## src/rtl/sbr_pkg.sv

```systemverilog
package sbr_pkg;

  typedef enum logic [2:0] {
    ST_IDLE,
    ST_REQ,
    ST_XFER,
    ST_PAUSE,
    ST_END
  } rx_state_e;

  // Free FIFO slots given depth and occupancy.
  function automatic int free_slots(int depth, int used);
    return depth - used;
  endfunction

  // Pause is needed when the space left is no more than the headroom.
  function automatic logic must_pause(int free_n, int room);
    return free_n <= room;
  endfunction

endpackage

```

## src/rtl/sbr_sync.sv

```systemverilog
module sbr_sync #(
  parameter int W      = 1,
  parameter int STAGES = 2
) (
  input  logic         clk,
  input  logic         rst_n,
  input  logic [W-1:0] d_i,
  output logic [W-1:0] q_o
);
  logic [W-1:0] stg [STAGES];

  for (genvar i = 0; i < STAGES; i++) begin : g_stage
    always_ff @(posedge clk) begin
      if (!rst_n) stg[i] <= '0;
      else if (i == 0) stg[i] <= d_i;
      else stg[i] <= stg[(i == 0) ? 0 : i-1];
    end
  end

  assign q_o = stg[STAGES-1];
endmodule

```

## src/rtl/sbr_fifo.sv

```systemverilog
module sbr_fifo #(
  parameter int DW    = 16,
  parameter int DEPTH = 8,
  localparam int AW    = $clog2(DEPTH),
  localparam int CNT_W = $clog2(DEPTH+1)
) (
  input  logic             clk,
  input  logic             rst_n,
  input  logic             push_i,
  input  logic [DW-1:0]    push_data_i,
  input  logic             pop_i,
  output logic [DW-1:0]    pop_data_o,
  output logic [CNT_W-1:0] used_o,
  output logic             full_o,
  output logic             empty_o
);
  logic [DW-1:0] mem [DEPTH];
  logic [AW-1:0] wr_ptr, rd_ptr;
  logic do_push, do_pop;

  assign full_o  = used_o == CNT_W'(DEPTH);
  assign empty_o = used_o == '0;
  assign do_push = push_i && !full_o;
  assign do_pop  = pop_i && !empty_o;

  always_ff @(posedge clk) begin
    if (do_push) mem[wr_ptr] <= push_data_i;
  end

  always_ff @(posedge clk) begin
    if (!rst_n) begin
      wr_ptr <= '0;
      rd_ptr <= '0;
      used_o <= '0;
    end else begin
      if (do_push) wr_ptr <= wr_ptr + 1'b1;
      if (do_pop)  rd_ptr <= rd_ptr + 1'b1;
      case ({do_push, do_pop})
        2'b10:   used_o <= used_o + 1'b1;
        2'b01:   used_o <= used_o - 1'b1;
        default: used_o <= used_o;
      endcase
    end
  end

  assign pop_data_o = mem[rd_ptr];

  AST_NO_OVERFLOW: assert property (@(posedge clk) disable iff (!rst_n)
    push_i |-> !full_o);
  AST_POP_DECREMENTS: assert property (@(posedge clk) disable iff (!rst_n)
    (pop_i && !push_i && !empty_o) |=> used_o == $past(used_o) - 1'b1);
endmodule

```

## src/rtl/sbr_ctrl.sv

```systemverilog
module sbr_ctrl
  import sbr_pkg::*;
#(
  parameter int DEPTH    = 8,
  parameter int HEADROOM = 3,
  parameter int TRP_CYC  = 5,
  parameter int TALLY_W  = 16,
  localparam int CNT_W   = $clog2(DEPTH+1),
  localparam int TRP_W   = $clog2(TRP_CYC+1)
) (
  input  logic               clk,
  input  logic               rst_n,
  input  logic               want_i,
  input  logic               ack_s_i,
  input  logic               halt_s_i,
  input  logic               cap_evt_i,
  input  logic [CNT_W-1:0]   used_i,
  output logic               burst_req_o,
  output logic               rdy_n_o,
  output logic               active_o,
  output logic [TALLY_W-1:0] tally_o,
  output logic               tally_vld_o
);
  localparam logic [TRP_W-1:0] TRP_LAST = TRP_W'(TRP_CYC - 1);
  localparam logic [TRP_W-1:0] RUN_MAX  = TRP_W'(TRP_CYC);

  rx_state_e          state, state_d;
  logic [TRP_W-1:0]   trp_cnt;
  logic [TALLY_W-1:0] words_q;
  logic               low_room;
  logic               burst_start;
  logic               burst_close;

  assign low_room    = must_pause(free_slots(DEPTH, int'(used_i)), HEADROOM);
  assign burst_start = (state == ST_REQ) && ack_s_i;
  assign burst_close = (state == ST_END) && !ack_s_i;

  always_comb begin
    state_d = state;
    case (state)
      ST_IDLE:  if (want_i && !low_room) state_d = ST_REQ;
      ST_REQ:   if (ack_s_i) state_d = ST_XFER;
      ST_XFER:  if (halt_s_i) state_d = ST_END;
                else if (!want_i) state_d = ST_PAUSE;
      ST_PAUSE: if (halt_s_i || trp_cnt == TRP_LAST) state_d = ST_END;
      ST_END:   if (!ack_s_i) state_d = ST_IDLE;
      default:  state_d = ST_IDLE;
    endcase
  end

  always_ff @(posedge clk) begin
    if (!rst_n) begin
      state       <= ST_IDLE;
      trp_cnt     <= '0;
      words_q     <= '0;
      tally_o     <= '0;
      tally_vld_o <= 1'b0;
    end else begin
      state       <= state_d;
      trp_cnt     <= (state == ST_PAUSE) ? trp_cnt + 1'b1 : '0;
      tally_vld_o <= burst_close;
      if (burst_start)    words_q <= '0;
      else if (cap_evt_i) words_q <= words_q + 1'b1;
      if (burst_close)    tally_o <= words_q;
    end
  end

  assign burst_req_o = (state == ST_REQ) || (state == ST_XFER) || (state == ST_PAUSE);
  assign active_o    = ((state == ST_XFER) || (state == ST_PAUSE)) && ack_s_i;
  assign rdy_n_o     = !((state == ST_XFER) && !low_room);

  // Cycles of continuous pause while requesting, saturated.
  logic [TRP_W-1:0] rdy_run;
  always_ff @(posedge clk) begin
    if (!rst_n) rdy_run <= '0;
    else if (rdy_n_o && burst_req_o) rdy_run <= (rdy_run == RUN_MAX) ? rdy_run : rdy_run + 1'b1;
    else rdy_run <= '0;
  end

  AST_TRP_HONOURED: assert property (@(posedge clk) disable iff (!rst_n)
    ($fell(burst_req_o) && !$past(halt_s_i)) |-> (32'($past(rdy_run)) + 1 >= TRP_CYC));
  AST_IDLE_NO_COUNT: assert property (@(posedge clk) disable iff (!rst_n)
    (state == ST_IDLE) |=> $stable(words_q));
  AST_HALT_ENDS: assert property (@(posedge clk) disable iff (!rst_n)
    (halt_s_i && active_o) |=> !burst_req_o);
  AST_TALLY_PULSE: assert property (@(posedge clk) disable iff (!rst_n)
    tally_vld_o |=> !tally_vld_o);
endmodule

```

## src/rtl/strobe_burst_rx.sv

```systemverilog
module strobe_burst_rx #(
  parameter int DATA_W      = 16,
  parameter int FIFO_DEPTH  = 8,
  parameter int HEADROOM    = 3,
  parameter int TRP_CYC     = 5,
  parameter int TALLY_W     = 16,
  parameter int SYNC_STAGES = 2,
  localparam int CNT_W      = $clog2(FIFO_DEPTH+1)
) (
  input  logic               clk,
  input  logic               rst_n,
  input  logic               xfer_want_i,
  input  logic               host_ack_i,
  input  logic               host_halt_i,
  input  logic               wr_strobe_i,
  input  logic [DATA_W-1:0]  wr_data_i,
  output logic               burst_req_o,
  output logic               rdy_n_o,
  input  logic               pop_i,
  output logic               pop_valid_o,
  output logic [DATA_W-1:0]  pop_data_o,
  output logic [TALLY_W-1:0] tally_o,
  output logic               tally_vld_o
);
  logic [2:0]        ctl_s;
  logic [DATA_W-1:0] data_s;
  logic              ack_s, halt_s, stb_s, stb_q;
  logic              active, cap_evt;
  logic [CNT_W-1:0]  used;
  logic              fifo_full, fifo_empty;

  sbr_sync #(.W(3), .STAGES(SYNC_STAGES)) i_ctl_sync (
    .clk(clk), .rst_n(rst_n),
    .d_i({host_ack_i, host_halt_i, wr_strobe_i}), .q_o(ctl_s));

  sbr_sync #(.W(DATA_W), .STAGES(SYNC_STAGES)) i_dat_sync (
    .clk(clk), .rst_n(rst_n), .d_i(wr_data_i), .q_o(data_s));

  assign {ack_s, halt_s, stb_s} = ctl_s;

  always_ff @(posedge clk) begin
    if (!rst_n) stb_q <= 1'b0;
    else        stb_q <= stb_s;
  end

  assign cap_evt = active && (stb_s ^ stb_q);

  sbr_fifo #(.DW(DATA_W), .DEPTH(FIFO_DEPTH)) i_fifo (
    .clk(clk), .rst_n(rst_n),
    .push_i(cap_evt), .push_data_i(data_s),
    .pop_i(pop_i), .pop_data_o(pop_data_o),
    .used_o(used), .full_o(fifo_full), .empty_o(fifo_empty));

  sbr_ctrl #(.DEPTH(FIFO_DEPTH), .HEADROOM(HEADROOM), .TRP_CYC(TRP_CYC),
             .TALLY_W(TALLY_W)) i_ctrl (
    .clk(clk), .rst_n(rst_n),
    .want_i(xfer_want_i), .ack_s_i(ack_s), .halt_s_i(halt_s),
    .cap_evt_i(cap_evt), .used_i(used),
    .burst_req_o(burst_req_o), .rdy_n_o(rdy_n_o), .active_o(active),
    .tally_o(tally_o), .tally_vld_o(tally_vld_o));

  assign pop_valid_o = !fifo_empty;

  AST_READY_HAS_ROOM: assert property (@(posedge clk) disable iff (!rst_n)
    !rdy_n_o |-> !fifo_full);
  AST_NO_CAPTURE_UNREQUESTED: assert property (@(posedge clk) disable iff (!rst_n)
    !burst_req_o |=> $stable(used) || $past(pop_i));
endmodule

```

## config.mk

```make
export PLATFORM = sky130hd
export DESIGN_NAME = strobe_burst_rx
export DESIGN_NICKNAME = d
export VERILOG_FILES = /design/src/rtl/sbr_pkg.sv /design/src/rtl/sbr_sync.sv /design/src/rtl/sbr_fifo.sv /design/src/rtl/sbr_ctrl.sv /design/src/rtl/strobe_burst_rx.sv
export SDC_FILE = /design/constraint.sdc
export NUM_CORES = 1
export LEC_CHECK = 0
export BUFFER_PORTS_ARGS = -buffer_cell sky130_fd_sc_hd__buf_2
export CAP_MARGIN = 40
export CORE_MARGIN = 3
export CORE_UTILIZATION = 45
export DETAILED_ROUTE_END_ITERATION = 8
export GPL_TIMING_DRIVEN = 0
export SLEW_MARGIN = 10
export SYNTH_ARGS = -nofsm -noshare
export SYNTH_HDL_FRONTEND = slang
export SYNTH_HIERARCHICAL = 1
export SYNTH_SLANG_ARGS = --single-unit
```

## constraint.sdc

```tcl
create_clock -name clk -period 4.85 [get_ports clk]
set_input_delay 0.2425 -clock clk [delete_from_list [all_inputs] [get_ports clk]]
set_output_delay 0.2425 -clock clk [all_outputs]
set_load 0.1 [all_outputs]
```

==> results of run 1 <==
-- routing by layer --
metal	vias to the layer above	part of all wire (%)	global-route usage, %
met2	92	53	29.1
met4	0	1.9	4.41
met3	25	3.3	2.85
li1	2309	-	-
met5	-	0	0
met1	2371	42	19.8
-- critical path, stage by stage (launching register included) --
cell and delay, ps:
dfxtp_1 530, inv_1 90, ha_1 230, or2_2 310, a21oi_1 130, a21oi_1 50, or4_1 380, buf_2 300
-- sequential cells by signal (all words and copies together) (netlist names), named ones only --
register            flops
i_fifo/rd_ptr           3
i_ctl_sync/stg          6
i_ctrl/state            3
i_dat_sync/stg         32
i_ctrl/trp_cnt          3
i_ctrl/words_q         16
i_ctrl/tally_o         16
stb_q                   1
i_fifo/wr_ptr           3
i_fifo/mem            128
i_fifo/used_o           4
i_ctrl/tally_vld_o      1
-- power groups by stage --
stage	logic, mW	registers, mW	clock network (mW)
2_1_floorplan	0.154	2.04	0
3_3_place_gp	0.193	2.04	0
3_5_place_dp	0.197	2.04	0
4_1_cts	0.209	2.00	1.65
5_1_grt	0.224	2.01	1.73
6_report	0.209	2.00	1.61
-- worst paths after layout --
kind | cells past startpoint | slack (ps) | startpoint | endpoint
max | 7 | 2080 | i_fifo/used_o[0]$_SDFFE_PN0P_ | rdy_n_o
min | 4 | 120 | pop_i | i_fifo/rd_ptr[1]$_SDFFE_PN0P_
max reg2reg | 11 | 2110 | i_ctrl/state[2]$_SDFFE_PN0P_ | i_fifo/used_o[2]$_SDFFE_PN0P_
min reg2reg | 1 | 420 | i_ctl_sync/stg[0][1]$_SDFF_PN0_ | i_ctl_sync/stg[1][1]$_SDFF_PN0_
-- area by class of cell --
cell class | instances | area [µm²] | area share [%]
plain buffers | 21 | 115 | 1.14
clock buffers | 36 | 673 | 6.66
clock inverters | 4 | 31.3 | 0.309
inverters | 10 | 37.5 | 0.371
multi-input cells | 312 | 2690 | 26.6
flip-flops and latches | 219 | 5670 | 56.0
well taps | 229 | 287 | 2.83
repair buffers | 87 | 616 | 6.09
-- stage by stage --
| step | util, % | cell area (µm²) | hold slack, ps |
|---|---|---|---|
| 2_1_floorplan | - | 8480 | 364 |
| 3_3_place_gp | 49.7 | 9060 | 413 |
| 3_5_place_dp | 50.6 | 9220 | 412 |
| 4_1_cts | 55.5 | 10100 | 114 |
| 5_1_grt | 55.5 | 10100 | 154 |
| 6_report | 55.5 | 10100 | 121 |
-- cells in the final DEF, fill, tap and decap left out, types with 17 or more instances in the layout --
cell / instances
a21boi_0: 21
and2_2: 33
buf_2: 59
clkbuf_16: 23
dfxtp_1: 91
dlygate4sd3_1: 19
edfxtp_1: 128
mux2_2: 17
mux4_1: 28
nand2_1: 52
nor2_1: 20
==> flow_summary.ini, run 1 <==
[run_status]
status = complete, no violations

[floorplan]
die_w_um = 143
die-area_um2 = 20500
placementRows = 49
io_pins = 59
core-area_um2 = 18200
start_util_pct = 46.6
die-height_um = 143

[synth]
yosysWarnings = 6
syn_area_per_cell_um2 = 15.1
synth_nets = 595
synthCells = 562
netlist_area_um2 = 8480

[cts]
clk-insertion-delay-late_ps = 500
clock_path_buffers = 3
cts_tree = done
cts_sinks = 219
root_buffer = clkbuf_16
ctsResizeCount = 0
ctsHoldBuffers = 19
clk_pin_slew_worst_paths_ps = 60
cts_setup_buffers = 0
cts_max_level = 1
numCtsBuffers = 22

[placed_design]
numPortBuffers = 58
globalplace.congestion = 0.768
hpwl_um = 10900
place_ws_ps = 2170
dp_cells = 859

[worst_setup_path]
cp-start-kind = register
required_ps = 4610
cp_max_fo = 10
cp.arrival_ps = 2530
critPathKind = register to primary output
worst_setup_path_end_kind = primary output

[sta]
fin_crit_ps = 2770
drv_slew = 0
fin_skew_ps = 9.82
finalHoldViolations = 0
rsz0062_at_grt = no
slew_headroom_pct = 50.3
tns_ps = 0
period_share_pct = 57.1
post-route-worst-setup-slack_ps = 2080
clock.fmax_mhz = 361
tightest_slew_ps = 745
setup_viol = 0

[power]
peakVddDrop_uv = 225
p_total_mw = 3.82
switchingPower_mw = 0.811
p_int_mw = 3.01
power.density_nw_per_um2 = 378
comb_power_share_pct = 5.5
leakagePower_nw = 3.67
clkPwrFrac_pct = 42.0
pwr-share-seq_pct = 52.5
switching_share_pct = 21.2

[detailed_routing]
dr.pass1.iters = 4
wire_per_inst_um = 17.5
postRouteAntennaNets = 0
drc = 0
drt_iter0_markers = 217
wl_um = 16100
vias = 4797
viasPerCell = 5.23

[final_layout]
fillers = 1450
fin_nets = 706
area_growth_pct = 19.2
final_cells = 918
num_antenna_cells = 0
layout-drive-gt1-share_pct = 26.1

[global_routing]
grt-ovfl-total = 0
grt_pass1_wl_um = 25600
grt_pass1_vias = 4913
grt_util_all_layers_pct = 16.1
antenna_found_initial = 0
grt_start_max_net_pins = 22

[job]
maxCapViolCount = 0

[worst_hold_path]
hold_class = input port to register
Power figures use the tool's default switching activity.
==> run 2: changes to the inputs <==
Clock period 4.85 ns to 2.7 ns, I/O delays scaled along.
==> flow_summary.ini, run 2 (synthesis gave the netlist of run 1 again) <==
[sta]
fin_skew_ps = 6.67
slew_headroom_pct = 52.3
drv_slew = 0
tightest_slew_ps = 716
tns_ps = 0
clock.fmax_mhz = 391
period_share_pct = 94.8
fin_crit_ps = 2560
finalHoldViolations = 0
rsz0062_at_grt = no
setup_viol = 0

[final_layout]
area_growth_pct = 19.9
num_antenna_cells = 0
top_register = i_fifo/mem
final_common_cell = edfxtp_1
mostFrequentLayoutCells = 128 x edfxtp_1, 89 x dfxtp_1, 59 x buf_2, 52 x nand2_1, 33 x and2_2
largest_reg_flops = 128
fin_area_um2 = 10200
largestRegisters = i_fifo/mem (128), i_dat_sync/stg (32)
fin_nets = 706
layout-drive-gt1-share_pct = 27.4

[floorplan]
start_util_pct = 46.6
die-height_um = 143
placementRows = 49
core-area_um2 = 18200
die-area_um2 = 20500
io_pins = 59
die_w_um = 143

[power]
power.density_nw_per_um2 = 689
leakagePower_nw = 3.68
peakVddDrop_uv = 425

[global_routing]
grt_pass1_wl_um = 26200
grt_pass1_vias = 5058
grt-ovfl-total = 0
grt_util_all_layers_pct = 16.3
antenna_found_initial = 0
grt_start_max_net_pins = 22

[placed_design]
place_area_um2 = 9220
numPortBuffers = 58
hpwl_um = 11100
globalplace.congestion = 0.755

[cts]
cts_tree = done
numCtsBuffers = 23
clk-insertion-delay-late_ps = 490
clk_pin_slew_worst_paths_ps = 60
clock_path_buffers = 3
cts_setup_buffers = 0
cts_max_level = 1
root_buffer = clkbuf_16
cts_sinks = 219

[worst_setup_path]
worst_setup_path_end_kind = primary output
cp-start-kind = register
cp.arrival_ps = 2420
cp_max_fo = 10
required_ps = 2570
critPathKind = register to primary output

[detailed_routing]
viasPerCell = 5.23
wl_um = 16300
dr.pass1.iters = 4
postRouteAntennaNets = 0
vias = 4805
drc = 0
drt_iter0_markers = 218
wire_per_inst_um = 17.8

[run_status]
status = complete, no violations

[worst_hold_path]
hold_class = input port to register

[job]
maxCapViolCount = 0
## run 2: cell count changes in the layout (fill, tap and decap cells not counted), sizes merged
cell and delta:
bufinv +1, clkinv +1, inv +2, clkbuf -6
clkinvlp +4, buf -2
## run 2: worst paths after layout
check	from	endpoint	slack [ps]	cells past startpoint
max reg2reg	i_fifo/used_o[0]$_SDFFE_PN0P_	i_fifo/used_o[2]$_SDFFE_PN0P_	170	9
min reg2reg	i_ctl_sync/stg[0][1]$_SDFF_PN0_	i_ctl_sync/stg[1][1]$_SDFF_PN0_	430	1
min	xfer_want_i	i_ctrl/state[1]$_SDFFE_PN0P_	50	3
max	i_fifo/used_o[0]$_SDFFE_PN0P_	rdy_n_o	140	7
## run 2: what timing repair did
action,4_1_cts,5_1_grt
resized for setup,2,6
hold buffers,19,0
pin swaps,0,0
endpoints found under the setup margin,22,7
hold endpoints to repair,19,0
## run 2: worst max-delay path: stages, from the launching register on
cell,delay (ps)
dfxtp_2,440
inv_1,70
ha_1,220
or2_2,310
a21oi_1,140
a21oi_1,50
or4_1,400
buf_2,310
## run 2: area by class of cell
class / instances / area (µm²)
Tap cell: 229 / 287
Fill cell: 1471 / 8040
Clock inverter: 12 / 97.6
Sequential cell: 219 / 5670
Inverter: 10 / 37.5
Clock buffer: 29 / 651
Timing Repair Buffer: 86 / 608
Multi-Input combinational cell: 312 / 2700
Buffer: 21 / 118
## run 2: per-layer routing
layer  share of wire [%]  track usage (%)  vias to the layer above  wire (µm)
li1                    -                -                     2305          -
met1                  43             20.0                     2392       6970
met2                  52             30.0                       82       8490
met3                 3.1             2.61                       26        499
met4                 2.4             4.31                        0        385
met5                   0                0                        -          0
## run 2: through the flow
stage / util, % / power (mW) / hold WS (ps) / std cells / worst slack, ps
global placement: 49.8 / 4.02 / 347 / 849 / -1100
global route: 55.8 / 7.26 / 90.1 / 918 / 8.21
floorplan: - / 3.94 / 257 / 562 / 96.5
CTS: 55.8 / 7.09 / 23.2 / 918 / 8.50
finish: 55.8 / 7.01 / 46.2 / 918 / 140
detailed placement: 50.6 / 4.03 / 351 / 858 / -51.6
## run 2: report_power, final
group	internal, mW	switching, mW
registers	3.56	0.0385
clock network	1.81	1.22
logic	0.131	0.245
